[src/rtl/irq_frame_pkg.sv]
package irq_frame_pkg;

   localparam int FRAME_SLOTS = 5;

   localparam int SLOT_IP  = 0;
   localparam int SLOT_CS  = 1;
   localparam int SLOT_FLG = 2;
   localparam int SLOT_SP  = 3;
   localparam int SLOT_SS  = 4;

   localparam int FLG_TRAPSTEP = 8;
   localparam int FLG_INTEN    = 9;
   localparam int FLG_NESTED   = 14;
   localparam int FLG_RESUME   = 16;

   typedef enum logic [1:0] {
      PS_IDLE     = 2'd0,
      PS_PROBE_LO = 2'd1,
      PS_PROBE_HI = 2'd2,
      PS_PUSH     = 2'd3
   } push_state_e;

endpackage

[src/rtl/irq_frame_geom.sv]
module irq_frame_geom
   import irq_frame_pkg::*;
#(
   parameter int ADDR_W     = 64,
   parameter int SLOT_BYTES = 8,
   parameter int ALIGN_LOG2 = 4,
   parameter int IDX_W      = 3
) (
   input  logic [ADDR_W-1:0] rsp_i,
   input  logic [ADDR_W-1:0] base_q_i,
   input  logic              probe_hi_i,
   input  logic [IDX_W-1:0]  idx_i,
   output logic [ADDR_W-1:0] base_o,
   output logic [ADDR_W-1:0] probe_addr_o,
   output logic [ADDR_W-1:0] wr_addr_o
);
   localparam int SLOT_SHIFT = $clog2(SLOT_BYTES);
   localparam logic [ADDR_W-1:0] FRAME_BYTES = ADDR_W'(FRAME_SLOTS * SLOT_BYTES);
   localparam logic [ADDR_W-1:0] TOP_OFF     = ADDR_W'((FRAME_SLOTS - 1) * SLOT_BYTES);
   localparam logic [ADDR_W-1:0] ALIGN_MASK  = ~((ADDR_W'(1) << ALIGN_LOG2) - ADDR_W'(1));

   logic [ADDR_W-1:0] raw_base;
   logic [ADDR_W-1:0] idx_ext;

   assign raw_base     = rsp_i - FRAME_BYTES;
   assign base_o       = raw_base & ALIGN_MASK;
   assign probe_addr_o = probe_hi_i ? (base_q_i + TOP_OFF) : base_q_i;
   assign idx_ext      = {{(ADDR_W-IDX_W){1'b0}}, idx_i};
   assign wr_addr_o    = base_q_i + (idx_ext << SLOT_SHIFT);

endmodule

[src/rtl/irq_frame_flags.sv]
module irq_frame_flags
   import irq_frame_pkg::*;
#(
   parameter int FLAG_W = 64
) (
   input  logic [FLAG_W-1:0] flags_i,
   input  logic              trap_gate_i,
   output logic [FLAG_W-1:0] flags_o
);
   always_comb begin
      flags_o               = flags_i;
      flags_o[FLG_TRAPSTEP] = 1'b0;
      flags_o[FLG_NESTED]   = 1'b0;
      flags_o[FLG_RESUME]   = 1'b0;
      flags_o[FLG_INTEN]    = flags_i[FLG_INTEN] & trap_gate_i;
   end

endmodule

[src/rtl/irq_frame_slots.sv]
module irq_frame_slots
   import irq_frame_pkg::*;
#(
   parameter int ADDR_W = 64,
   parameter int SLOT_W = 64,
   parameter int SEL_W  = 16,
   parameter int IDX_W  = 3
) (
   input  logic [ADDR_W-1:0] ip_i,
   input  logic [SEL_W-1:0]  cs_i,
   input  logic [SLOT_W-1:0] flags_i,
   input  logic [ADDR_W-1:0] rsp_i,
   input  logic [SEL_W-1:0]  ss_i,
   input  logic [IDX_W-1:0]  idx_i,
   output logic [SLOT_W-1:0] data_o
);
   logic [SLOT_W-1:0] slot [FRAME_SLOTS];
   logic [SLOT_W-1:0] cs_ext, ss_ext, ip_ext, rsp_ext;

   generate
      if (SEL_W == SLOT_W) begin : g_sel_same
         assign cs_ext = cs_i;
         assign ss_ext = ss_i;
      end else begin : g_sel_zext
         assign cs_ext = {{(SLOT_W-SEL_W){1'b0}}, cs_i};
         assign ss_ext = {{(SLOT_W-SEL_W){1'b0}}, ss_i};
      end
      if (ADDR_W == SLOT_W) begin : g_addr_same
         assign ip_ext  = ip_i;
         assign rsp_ext = rsp_i;
      end else begin : g_addr_zext
         assign ip_ext  = {{(SLOT_W-ADDR_W){1'b0}}, ip_i};
         assign rsp_ext = {{(SLOT_W-ADDR_W){1'b0}}, rsp_i};
      end
   endgenerate

   assign slot[SLOT_IP]  = ip_ext;
   assign slot[SLOT_CS]  = cs_ext;
   assign slot[SLOT_FLG] = flags_i;
   assign slot[SLOT_SP]  = rsp_ext;
   assign slot[SLOT_SS]  = ss_ext;

   always_comb begin
      data_o = '0;
      for (int k = 0; k < FRAME_SLOTS; k++) begin
         if (idx_i == IDX_W'(k)) data_o = slot[k];
      end
   end

endmodule

[src/rtl/irq_frame_ctrl.sv]
module irq_frame_ctrl
   import irq_frame_pkg::*;
#(
   parameter int IDX_W = 3
) (
   input  logic             clk,
   input  logic             rst_n,
   input  logic             start_i,
   input  logic             need_switch_i,
   input  logic             probe_ack_i,
   input  logic             probe_ok_i,
   input  logic             wr_ready_i,
   output logic             accept_o,
   output logic             commit_o,
   output logic             probe_req_o,
   output logic             probe_hi_o,
   output logic             wr_valid_o,
   output logic [IDX_W-1:0] idx_o,
   output logic             done_o,
   output logic             fault_o,
   output logic             unsup_o
);
   localparam logic [IDX_W-1:0] LAST_IDX = IDX_W'(FRAME_SLOTS - 1);

   push_state_e state_q;
   logic [IDX_W-1:0] idx_q;
   logic done_q, fault_q, unsup_q;

   assign accept_o    = (state_q == PS_IDLE) && start_i;
   assign probe_req_o = (state_q == PS_PROBE_LO) || (state_q == PS_PROBE_HI);
   assign probe_hi_o  = (state_q == PS_PROBE_HI);
   assign wr_valid_o  = (state_q == PS_PUSH);
   assign commit_o    = (state_q == PS_PUSH) && wr_ready_i && (idx_q == LAST_IDX);
   assign idx_o       = idx_q;
   assign done_o      = done_q;
   assign fault_o     = fault_q;
   assign unsup_o     = unsup_q;

   always_ff @(posedge clk or negedge rst_n) begin
      if (!rst_n) begin
         state_q <= PS_IDLE;
         idx_q   <= '0;
         done_q  <= 1'b0;
         fault_q <= 1'b0;
         unsup_q <= 1'b0;
      end else begin
         done_q  <= 1'b0;
         fault_q <= 1'b0;
         unsup_q <= 1'b0;
         case (state_q)
            PS_IDLE: begin
               if (start_i) begin
                  if (need_switch_i) unsup_q <= 1'b1;
                  else               state_q <= PS_PROBE_LO;
               end
            end
            PS_PROBE_LO: begin
               if (probe_ack_i) begin
                  if (probe_ok_i) state_q <= PS_PROBE_HI;
                  else begin
                     fault_q <= 1'b1;
                     state_q <= PS_IDLE;
                  end
               end
            end
            PS_PROBE_HI: begin
               if (probe_ack_i) begin
                  if (probe_ok_i) begin
                     idx_q   <= '0;
                     state_q <= PS_PUSH;
                  end else begin
                     fault_q <= 1'b1;
                     state_q <= PS_IDLE;
                  end
               end
            end
            PS_PUSH: begin
               if (wr_ready_i) begin
                  if (idx_q == LAST_IDX) begin
                     done_q  <= 1'b1;
                     state_q <= PS_IDLE;
                  end else begin
                     idx_q <= idx_q + IDX_W'(1);
                  end
               end
            end
            default: state_q <= PS_IDLE;
         endcase
      end
   end

endmodule

[src/rtl/irq_frame_pusher.sv]
module irq_frame_pusher
   import irq_frame_pkg::*;
#(
   parameter int ADDR_W     = 64,
   parameter int SLOT_W     = 64,
   parameter int SEL_W      = 16,
   parameter int PRIV_W     = 2,
   parameter int IST_W      = 3,
   parameter int ALIGN_LOG2 = 4
) (
   input  logic              clk,
   input  logic              rst_n,
   input  logic              start,
   input  logic [ADDR_W-1:0] cur_rsp,
   input  logic [ADDR_W-1:0] cur_ip,
   input  logic [SEL_W-1:0]  cs_sel,
   input  logic [SEL_W-1:0]  ss_sel,
   input  logic [SLOT_W-1:0] cur_flags,
   input  logic              gate_trap,
   input  logic [PRIV_W-1:0] cur_cpl,
   input  logic [PRIV_W-1:0] gate_dpl,
   input  logic [IST_W-1:0]  ist_idx,
   output logic              probe_req,
   output logic [ADDR_W-1:0] probe_addr,
   input  logic              probe_ack,
   input  logic              probe_ok,
   output logic              wr_valid,
   output logic [ADDR_W-1:0] wr_addr,
   output logic [SLOT_W-1:0] wr_data,
   input  logic              wr_ready,
   output logic              done,
   output logic              fault,
   output logic              unsup,
   output logic              unsup_ist,
   output logic [SEL_W-1:0]  switch_ss,
   output logic [ADDR_W-1:0] arch_rsp,
   output logic [SEL_W-1:0]  arch_ss,
   output logic [SLOT_W-1:0] arch_flags
);
   localparam int SLOT_BYTES = SLOT_W / 8;
   localparam int IDX_W      = $clog2(FRAME_SLOTS);

   generate
      if (SLOT_W < FLG_RESUME + 1 || (SLOT_W % 8) != 0) begin : g_bad_slot_w
         initial $fatal(1, "irq_frame_pusher: SLOT_W must be a byte multiple wide enough for the flag bits");
      end
      if ((1 << $clog2(SLOT_BYTES)) != SLOT_BYTES) begin : g_bad_slot_pow2
         initial $fatal(1, "irq_frame_pusher: SLOT_W/8 must be a power of two");
      end
      if (SEL_W > SLOT_W || ADDR_W > SLOT_W) begin : g_bad_ext
         initial $fatal(1, "irq_frame_pusher: selectors and addresses must fit in one slot");
      end
      if (ALIGN_LOG2 >= ADDR_W || PRIV_W < 1 || IST_W < 1) begin : g_bad_misc
         initial $fatal(1, "irq_frame_pusher: illegal alignment or field width");
      end
   endgenerate

   logic [ADDR_W-1:0] ctx_base, ctx_ip, ctx_rsp;
   logic [SEL_W-1:0]  ctx_cs, ctx_ss;
   logic [SLOT_W-1:0] ctx_flags;
   logic              ctx_trap;
   logic              unsup_ist_q;
   logic [SEL_W-1:0]  switch_ss_q;
   logic [ADDR_W-1:0] arch_rsp_q;
   logic [SEL_W-1:0]  arch_ss_q;
   logic [SLOT_W-1:0] arch_flags_q;

   logic              priv_change, ist_req, need_switch;
   logic              accept, commit, probe_hi;
   logic [IDX_W-1:0]  slot_idx;
   logic [ADDR_W-1:0] new_base;
   logic [SLOT_W-1:0] new_flags;

   assign priv_change = (cur_cpl != gate_dpl);
   assign ist_req     = (ist_idx != '0);
   assign need_switch = priv_change || ist_req;

   irq_frame_ctrl #(.IDX_W(IDX_W)) u_ctrl (
      .clk          (clk),
      .rst_n        (rst_n),
      .start_i      (start),
      .need_switch_i(need_switch),
      .probe_ack_i  (probe_ack),
      .probe_ok_i   (probe_ok),
      .wr_ready_i   (wr_ready),
      .accept_o     (accept),
      .commit_o     (commit),
      .probe_req_o  (probe_req),
      .probe_hi_o   (probe_hi),
      .wr_valid_o   (wr_valid),
      .idx_o        (slot_idx),
      .done_o       (done),
      .fault_o      (fault),
      .unsup_o      (unsup)
   );

   irq_frame_geom #(
      .ADDR_W    (ADDR_W),
      .SLOT_BYTES(SLOT_BYTES),
      .ALIGN_LOG2(ALIGN_LOG2),
      .IDX_W     (IDX_W)
   ) u_geom (
      .rsp_i       (cur_rsp),
      .base_q_i    (ctx_base),
      .probe_hi_i  (probe_hi),
      .idx_i       (slot_idx),
      .base_o      (new_base),
      .probe_addr_o(probe_addr),
      .wr_addr_o   (wr_addr)
   );

   irq_frame_slots #(
      .ADDR_W(ADDR_W),
      .SLOT_W(SLOT_W),
      .SEL_W (SEL_W),
      .IDX_W (IDX_W)
   ) u_slots (
      .ip_i   (ctx_ip),
      .cs_i   (ctx_cs),
      .flags_i(ctx_flags),
      .rsp_i  (ctx_rsp),
      .ss_i   (ctx_ss),
      .idx_i  (slot_idx),
      .data_o (wr_data)
   );

   irq_frame_flags #(.FLAG_W(SLOT_W)) u_flags (
      .flags_i    (ctx_flags),
      .trap_gate_i(ctx_trap),
      .flags_o    (new_flags)
   );

   always_ff @(posedge clk or negedge rst_n) begin
      if (!rst_n) begin
         ctx_base    <= '0;
         ctx_ip      <= '0;
         ctx_rsp     <= '0;
         ctx_cs      <= '0;
         ctx_ss      <= '0;
         ctx_flags   <= '0;
         ctx_trap    <= 1'b0;
         unsup_ist_q <= 1'b0;
         switch_ss_q <= '0;
      end else if (accept) begin
         ctx_base  <= new_base;
         ctx_ip    <= cur_ip;
         ctx_rsp   <= cur_rsp;
         ctx_cs    <= cs_sel;
         ctx_ss    <= ss_sel;
         ctx_flags <= cur_flags;
         ctx_trap  <= gate_trap;
         if (need_switch) begin
            unsup_ist_q <= ist_req;
            switch_ss_q <= priv_change ? '0 : ss_sel;
         end
      end
   end

   always_ff @(posedge clk or negedge rst_n) begin
      if (!rst_n) begin
         arch_rsp_q   <= '0;
         arch_ss_q    <= '0;
         arch_flags_q <= '0;
      end else if (commit) begin
         arch_rsp_q   <= ctx_base;
         arch_ss_q    <= ctx_ss;
         arch_flags_q <= new_flags;
      end
   end

   assign unsup_ist  = unsup_ist_q;
   assign switch_ss  = switch_ss_q;
   assign arch_rsp   = arch_rsp_q;
   assign arch_ss    = arch_ss_q;
   assign arch_flags = arch_flags_q;

endmodule

[config.mk]
export PLATFORM = sky130hd
export DESIGN_NAME = irq_frame_pusher
export DESIGN_NICKNAME = d
export VERILOG_FILES = /design/src/rtl/irq_frame_pkg.sv /design/src/rtl/irq_frame_geom.sv /design/src/rtl/irq_frame_flags.sv /design/src/rtl/irq_frame_slots.sv /design/src/rtl/irq_frame_ctrl.sv /design/src/rtl/irq_frame_pusher.sv
export SDC_FILE = /design/constraint.sdc
export NUM_CORES = 1
export LEC_CHECK = 0
export BUFFER_PORTS_ARGS = -buffer_cell sky130_fd_sc_hd__buf_2
export CAP_MARGIN = 10
export CELL_PAD_IN_SITES_DETAIL_PLACEMENT = 1
export CELL_PAD_IN_SITES_GLOBAL_PLACEMENT = 2
export CORE_UTILIZATION = 34
export CTS_CLUSTER_DIAMETER = 100
export DETAILED_ROUTE_END_ITERATION = 10
export PLACE_DENSITY_LB_ADDON = 0.1
export SLEW_MARGIN = 10
export SYNTH_ARGS = -nofsm -noshare
export SYNTH_HDL_FRONTEND = slang
export SYNTH_SLANG_ARGS = --single-unit
[constraint.sdc]
create_clock -name clk -period 6.1 [get_ports clk]
set_input_delay 0.61 -clock clk [delete_from_list [all_inputs] [get_ports clk]]
set_output_delay 0.61 -clock clk [all_outputs]
set_load 0.1 [all_outputs]
== Yosys cells after proc, flatten, opt, wreduce, memory -nomap -nowiden ==
Index checks and enable logic that the tools add are counted.
Widths: inputs -> output; s select.

* Register bits: 447
* Bits in latches: 0
* Bits in writable memories: 0
* Memory bits (read-only): 0
* Input port bits: 238
* Output and inout bits: 358
* Word-level logic and storage cells: 81
* Memories: 0

* $add $sub $neg: 4
* Multipliers: 0
* Divide/modulo/power cells: 0
* Magnitude comparators: 0
* Equality and inequality tests: 16
* Shift-type cells: 0
* Mux-type cells: 30
* Bitwise logic cells: 1
* Reduce and logical (&&, ||, !) cells: 13

{| class="wikitable"
|+ Operators by type and width
! cell !! count
|-
| $mux 64 || 6
|-
| $add 64x6->64 || 1
|-
| $add 64x6->64 const B || 1
|-
| $sub 64x6->64 const B || 1
|-
| $mux 16 || 1
|-
| $mux 2 || 8
|-
| $mux 3 || 4
|-
| $ne 2x2->1 const B || 6
|-
| $mux 1 || 9
|-
| $pmux 2 s4 || 1
|-
| $eq 3x2->1 const B || 2
|-
| $pmux 3 s2 || 1
|-
| $reduce_and 6->1 || 1
|-
| $reduce_and 5->1 || 1
|-
| $eq 2x2->1 const B || 2
|-
| $ne 2x1->1 const B || 2
|-
| $add 3x1->3 const B || 1
|-
| $eq 3x1->1 const B || 1
|-
| $eq 3x3->1 const B || 1
|-
| $logic_and 1x1->1 || 3
|-
| $logic_not 3->1 || 1
|-
| $reduce_bool 3->1 || 1
|-
| $eq 2x1->1 const B || 1
|-
| $logic_not 2->1 || 1
|-
| 6 further kinds || 7
|}

== Depth between registers and ports, before layout ==
Gate-level depths: netlist of the first run.

* Depth after elaboration: 6
* Mapped depth: 9
* Gate-level depth less buffers: 7

== By module ==
Synthesis of the first run repeated with hierarchy kept, for this count alone.

* Cells, all modules: 1987
* Area, all modules: 23560.1 um2

{| class="wikitable"
|+ Modules (own cells, without submodules)
! module !! times used !! cells each !! area an instance (um2) !! sequential area each (um2)
|-
| irq_frame_pusher || 1 || 1009 || 16809.9 || 11260.8
|-
| irq_frame_geom || 1 || 571 || 3776.1 || 0.0
|-
| irq_frame_slots || 1 || 296 || 2004.4 || 0.0
|-
| irq_frame_ctrl || 1 || 46 || 486.7 || 200.2
|-
| irq_frame_flags || 1 || 65 || 483.0 || 0.0
|}

== Least setup slack after synthesis of the first run ==
OpenSTA, ideal clock, no wires.

* Path type: reg-to-output
* From: register u_ctrl.idx_q[0], in the netlist u_ctrl.idx_o[0]
* To: output port wr_data[43]
* Arrival time: 4.140 ns
* Data required time: 5.490 ns
* Slack: 1.350 ns
* Cell stages (with the launch flop): 9
* Buffers on the path: 2
* Cells stage by stage: dfrtp_1 inv_1 ha_1 nor3b_1 nor2b_1 clkbuf_1 buf_1 a221oi_1 nor3_1

* Cells in the longest elaborated chain, start to end: 6
* Elaborated cells on any way between the ends: 10
* Those cells by class: eq/ne (4); mux (5); reduce/logical (1)

{| class="wikitable"
|+ Ends and longest elaborated chain
! item !! line !! RTL
|-
| from (decl) || irq_frame_ctrl.sv:26 || <nowiki>logic [IDX_W-1:0] idx_q;</nowiki>
|-
| from (signal assigned) || irq_frame_ctrl.sv:83 || <nowiki>idx_q <= idx_q + IDX_W'(1);</nowiki>
|-
| $logic_not 3->1 || irq_frame_slots.sv:46 || <nowiki>if (idx_i == IDX_W'(k)) data_o = slot[k];</nowiki>
|-
| $mux 64 (4 in series) || irq_frame_slots.sv:46 ||
|-
| $mux 64 (*) || irq_frame_slots.sv:46 ||
|-
| to (decl) || irq_frame_pusher.sv:29 || <nowiki>output logic [SLOT_W-1:0] wr_data,</nowiki>
|}

Every way passes the cells marked *; elsewhere a longest branch is shown, timed or not.

== Worst setup path in the final report of the first run ==
* From: register u_ctrl.idx_q[1], in the netlist u_ctrl.idx_o[1]
* To: output port wr_data[16]

The elaborated chain is that of the path after synthesis.

==> impl_metrics.yaml, run 1 <==
run_status:
  status: "complete, no violations"
synthesis:
  synthAdderAreaFrac: 0.00819
  mappedNetlistArea_um2: 22300
  synthArstFlopShare: 1.00
  synth_seq_area_share: 0.502
  syn_inst: 2444
  synth-compound-area-share: 0.0675
  synth_edf_count: 0
  syn_area_per_cell_um2: 9.12
  synth_ff_type: "dfrtp_1"
  synth_top_area_frac: 0.502
  synth_seq_cells: 447
  ys_warn_count: 0
  synth_xor_area_frac: 0.0585
  ys_top_cells_by_area: "dfrtp_1 50%, nand2_1 13%, mux2_2 6.9%"
  synth.distinct_cells: 55
  synthSimpleGateAreaFrac: 0.251
  synth_top_family_by_area: "simple AND/OR/NAND/NOR gates"
  muxShareOfSynthArea: 0.0732
  yosysTopAreaCell: "dfrtp_1"
  synth_common_cells: "765 x nand2_1, 447 x dfrtp_1, 158 x clkbuf_1"
  yosysMostFrequentCell: "nand2_1"
clock_network:
  cts_tree: "done"
  clockBufferDepth: 3
  ctsHoldBuffers: 0
  cts_resized: 0
  ctsRootBufferMaster: "clkbuf_16"
  postCtsSetupBuffers: 0
  cts_buffers: 53
  clkTransAtPathRegs_ns: 0.06
  htree_levels: 2
  insertion_delay_ns: 0.61
  clock-sinks: 447
sta:
  relSlewSlack: 0.227
  finalHoldViolations: 0
  setup_violations: 0
  fmax_mhz: 218
  worst_pin_slew_ns: 1.16
  skew_ns: 0.0119
  maxSlewViolCount: 0
  finalCritPeriodShare: 0.753
  period_needed_ns: 4.59
  rsz0062_at_grt: "no"
  setup_tns_ns: 0
  whs_ns: 0.0118
worst_setup_path:
  cp.buffers_inverters: 3
  crit_path_start_kind: "register"
  cp.arrival_ns: 3.98
  end_kind: "output pin"
  crit_type: "register to output pin"
  critical_path.top_delay_family: "simple AND/OR/NAND/NOR gates"
  critical_path_depth: 8
  cp.required_ns: 5.49
  path_cells: "inv_1, ha_1, nor3b_2, buf_4, nor2b_4, a221oi_1, nor3_1, buf_2"
  crit_path_top_delay_cell: "nor2b_4"
  r2r_cells: 6
  critPathMaxFanout: 38
  slowest_delay_ns: 0.93
final_layout:
  fin_nets: 3161
  area_growth_pct: 23.6
  final_layout_size_suffix_gt1_frac: 0.284
grt:
  grt-ovfl-total: 0
  grt_pass1_vias: 20900
  grt_pass1_wl_mm: 137
  antenna_found_initial: 30
  grt_max_degree: 153
  grt_usage: 0.271
routing:
  routed_wl_mm: 91.0
  vias: 19900
  drtIter0Drc: 1110
  drc_errors: 0
  wl_per_cell_um: 23.8
  vias_per_cell: 5.20
  dr.pass1.iters: 5
  ant_nets: 0
place:
  gp_congestion: 0.926
  dp_hpwl_mm: 67.1
  place.port_buffers: 581
die:
  ios: 596
  core_um2: 64600
  die_h_um: 258
  initial_utilization: 0.345
  die_x_um: 258
  rows: 93
  dieArea_um2: 66600
job:
  drv_cap: 0
min_path:
  min_path_type: "input port to asynchronous set/reset pin"
per-layer routing:
layer | wire length (µm) | vias up | track usage
met4 | 2310 | 28 | 0.0792
met1 | 40600 | 9978 | 0.369
li1 | - | 9148 | -
met2 | 42600 | 576 | 0.433
met5 | 172 | - | 0
met3 | 5300 | 153 | 0.0569
worst reg2reg max path: cells and delay by family (launching register included):
| kind | cells | cell delay, ns |
|---|---|---|
| AND/OR/NAND/NOR | 3 | 1.43 |
| buffers and inverters | 2 | 0.80 |
| adder cells (fa/ha/maj) | 1 | 0.61 |
| flip-flops | 1 | 0.41 |
flip-flops by register name, indices dropped and copies added, names as in the netlist:
name            cells
u_ctrl.state_q      2
ctx_ss             16
unsup_ist           1
u_ctrl.unsup_o      1
switch_ss          16
u_ctrl.fault_o      1
ctx_trap            1
ctx_ip             64
ctx_rsp            64
u_ctrl.done_o       1
ctx_cs             16
arch_rsp           60
arch_flags         61
arch_ss            16
ctx_flags          64
u_ctrl.idx_o        3
ctx_base           60
cell usage in the layout (no fill, tap or decap), drive strengths merged, types with 15 or more instances in the layout:
| cell | netlist | layout |
|---|---|---|
| nor4 | 33 | 33 |
| xor2 | 82 | 82 |
| nand3 | 47 | 47 |
| mux2 | 137 | 137 |
| o21ai | 63 | 63 |
| nor2b | 56 | 56 |
| nor2 | 101 | 101 |
| nand2 | 765 | 765 |
| and3 | 22 | 22 |
| or3 | 15 | 15 |
| xnor2 | 67 | 67 |
| dfrtp | 447 | 447 |
| or4 | 17 | 17 |
| nand4 | 43 | 43 |
| a21oi | 28 | 28 |
| nor3 | 107 | 107 |
| a22o | 18 | 18 |
| a221oi | 65 | 65 |
| buf | 43 | 599 |
| clkbuf | 159 | 81 |
area by class of cell:
class,count,area [µm²]
fill,7620,37000
clock buffer,81,1560
timing repair buffer,599,3110
multi-input combinational,1794,10400
sequential,447,11200
clock inverter,16,196
inverter,14,52.6
tap,855,1070
antenna,14,35.0
stage by stage:
stage	util	std cells	setup slack, ns	cell area, µm²
final	0.427	3820	1.51	27600
after global routing	0.427	3815	1.24	27500
after CTS	0.426	3806	1.47	27500
after detailed placement	0.399	3709	2.16	25800
after global placement	0.399	3709	2.23	25800
after floorplan	-	2457	1.35	22400
worst paths after layout:
path	start	endpoint	slack (ns)
worst max-delay path	u_ctrl.idx_o[1]	wr_data[16]	1.51
worst min-delay path	rst_n	arch_rsp[54]	0.01
worst max register to register	u_ctrl.state_q[0]	ctx_base[50]	2.80
worst min register to register	ctx_ip[19]	ctx_ip[19]	0.47
max in group asynchronous	rst_n	switch_ss[8]	4.63
min in group clk	gate_trap	ctx_trap	0.19
cells by family after synthesis:
logic type / after synthesis
AOI/OAI and AO/OA: 218
xor gates and xnor gates: 149
adders and majority gates: 14
buffers and inverters: 216
DFF: 447
muxes: 146
other: 1
and+or+nand+nor: 1253
Power of run 1 is not shown: default switching activity piles up to over one toggle a cycle in this logic, so the estimate is an artifact.
==> run 2, diff against run 1 <==
ABC_AREA = 1   (was default)
CORE_UTILIZATION = 30   (was 34)
clock period = 4.4 ns   (was 6.1 ns; I/O delays follow)
==> impl_metrics.yaml, run 2 <==
clock_network:
  htree_levels: 2
  clockBufferDepth: 3
  cts_buffers: 56
  cts_tree: "done"
  clkTransAtPathRegs_ns: 0.06
  postCtsSetupBuffers: 0
  clock-sinks: 447
  insertion_delay_ns: 0.63
  ctsRootBufferMaster: "clkbuf_16"
final_layout:
  fin_nets: 4005
  area_growth_pct: 29.2
  mostFrequentLayoutCell: "nand2_1"
  reg_top3: "ctx_flags: 64 flops, ctx_ip: 64 flops, ctx_rsp: 64 flops"
  mostFrequentLayoutCells: "1124 x nand2_1, 580 x buf_2, 447 x dfrtp_1, 398 x nor2_1, 226 x nand3_1"
  final_cells: 4849
  utilization: 0.394
  final_layout_size_suffix_gt1_frac: 0.226
routing:
  wl_per_cell_um: 22.5
  drtIter0Drc: 1475
  dr.pass1.iters: 6
  vias: 23600
  drc_errors: 0
  vias_per_cell: 4.87
  ant_nets: 0
  routed_wl_mm: 109
synthesis:
  syn_inst: 3119
  synthArstFlopShare: 1.00
  syn_area_per_cell_um2: 7.59
  yosysMostFrequentCell: "nand2_1"
  mappedNetlistArea_um2: 23700
  synth_top_area_frac: 0.472
  ys_top_cells_by_area: "dfrtp_1 47%, nand2_1 18%, nor2_1 6.3%"
  synth_edf_count: 0
  yosysTopAreaCell: "dfrtp_1"
  synth_seq_cells: 447
  synth_common_cells: "1126 x nand2_1, 447 x dfrtp_1, 399 x nor2_1"
  ys_warn_count: 0
  synth_seq_area_share: 0.472
  synth.distinct_cells: 40
  synth_ff_type: "dfrtp_1"
sta:
  worst_pin_slew_ns: 1.03
  setup_tns_ns: 0
  relSlewSlack: 0.312
  maxSlewViolCount: 0
  rsz0062_at_grt: "no"
  skew_ns: 0.0235
  finalHoldViolations: 0
  setup_violations: 0
  fmax_mhz: 248
  period_needed_ns: 4.03
  finalCritPeriodShare: 0.915
grt:
  grt-ovfl-total: 0
  grt_pass1_wl_mm: 165
  grt_max_degree: 124
  grt_pass1_vias: 25000
  antenna_found_initial: 29
  grt_usage: 0.270
min_path:
  min_path_type: "input port to register"
  min-delay-start: "cur_ip[20]"
die:
  initial_utilization: 0.305
  dieArea_um2: 80100
  die_h_um: 283
  die_x_um: 283
  core_um2: 77700
  ios: 596
  rows: 102
worst_setup_path:
  critPathMaxFanout: 76
  cp.buffers_inverters: 5
  end_kind: "output pin"
  reg2reg_from: "u_ctrl.state_q[0]"
  cp.required_ns: 3.96
  cp-startpoint: "u_ctrl.idx_o[2]"
  slowest_delay_ns: 0.57
  critical_path.top_delay_family: "buffers and inverters"
  crit_type: "register to output pin"
  crit_path_frequent_cell: "buf_4"
  crit_path_top_delay_cell: "inv_4"
  cp.arrival_ns: 3.59
  path_cells: "inv_1, buf_4, ha_1, inv_4, buf_4, o21ai_0, a31oi_1, buf_2"
  crit_path_start_kind: "register"
place:
  placed_cells: 4633
  gp_congestion: 0.918
  place.port_buffers: 581
  dp_hpwl_mm: 84.6
run_status:
  status: "complete, no violations"
job:
  drv_cap: 0
## run 2: changes by cell type in the layout (fill, tap and decap cells not counted), moves of 99 or more
| cell | previous run | this run |
|---|---|---|
| nand3_1 | 46 | 226 |
| nor2_1 | 101 | 398 |
| nand2_1 | 764 | 1124 |
| inv_1 | 14 | 191 |
| nor3_1 | 106 | 4 |
| dlygate4sd3_1 | 0 | 102 |
| o21ai_0 | 63 | 162 |
## run 2: area by class of cell
class / instances / area [µm²]
diodes: 10 / 25.0
clock buffers: 79 / 1640
clock inverters: 25 / 315
fillers: 9624 / 47100
inverters: 201 / 764
multi-input cells: 2336 / 11100
flip-flops and latches: 447 / 11200
well taps: 1040 / 1300
repair buffers: 711 / 4240
## run 2: cell families after synthesis
kind of cell,synth area share
compound gates,0.0680
xor+xnor,0.0329
fa+ha+maj,0.00771
buf+inv,0.0613
flops,0.472
mux,0.0414
other cells,0.000158
simple gates,0.316
## run 2: worst register-to-register path, delay by kind of cell (launching register included)
kind	cells	cell delay [ns]
AND/OR/NAND/NOR	2	1.17
buffers and inverters	2	0.71
AO/OA/AOI/OAI	1	0.46
flip-flops	1	0.42
adder cells (fa/ha/maj)	1	0.25
## run 2: layer usage
layer  global-route usage  up-vias  wire (µm)
li1                     -    11200          -
met1                0.365    11700      49700
met2                0.448      578      51600
met3               0.0504      139       5940
met4               0.0568       30       1950
met5                    0        -        199
## run 2: stage by stage
step                cell area [µm²]  hold WS [ns]  setup WS (ns)
global placement              27600         0.462           1.09
finish                        30600        0.0324          0.375
CTS                           30600     0.0000840          0.371
floorplan                     23700         0.144          0.642
detailed placement            27600         0.466           1.05
global route                  30600        0.0156          0.191
## run 2: timing repair
item                                   CTS  global route
endpoints found under the hold margin  177             0
resized for setup                        0             0
hold buffers                           102             0
## run 2: final timing paths
| kind | endpoint | depth (start not counted) | slack [ns] |
|---|---|---|---|
| max in group asynchronous | arch_flags[48] | 3 | 2.68 |
| max reg2reg | switch_ss[9] | 6 | 1.29 |
| min in group asynchronous | switch_ss[0] | 2 | 0.41 |
| max | wr_data[61] | 8 | 0.37 |
| min | ctx_ip[20] | 3 | 0.03 |
| min reg2reg | ctx_flags[16] | 2 | 0.48 |
Power of run 2 is left out for the same reason.
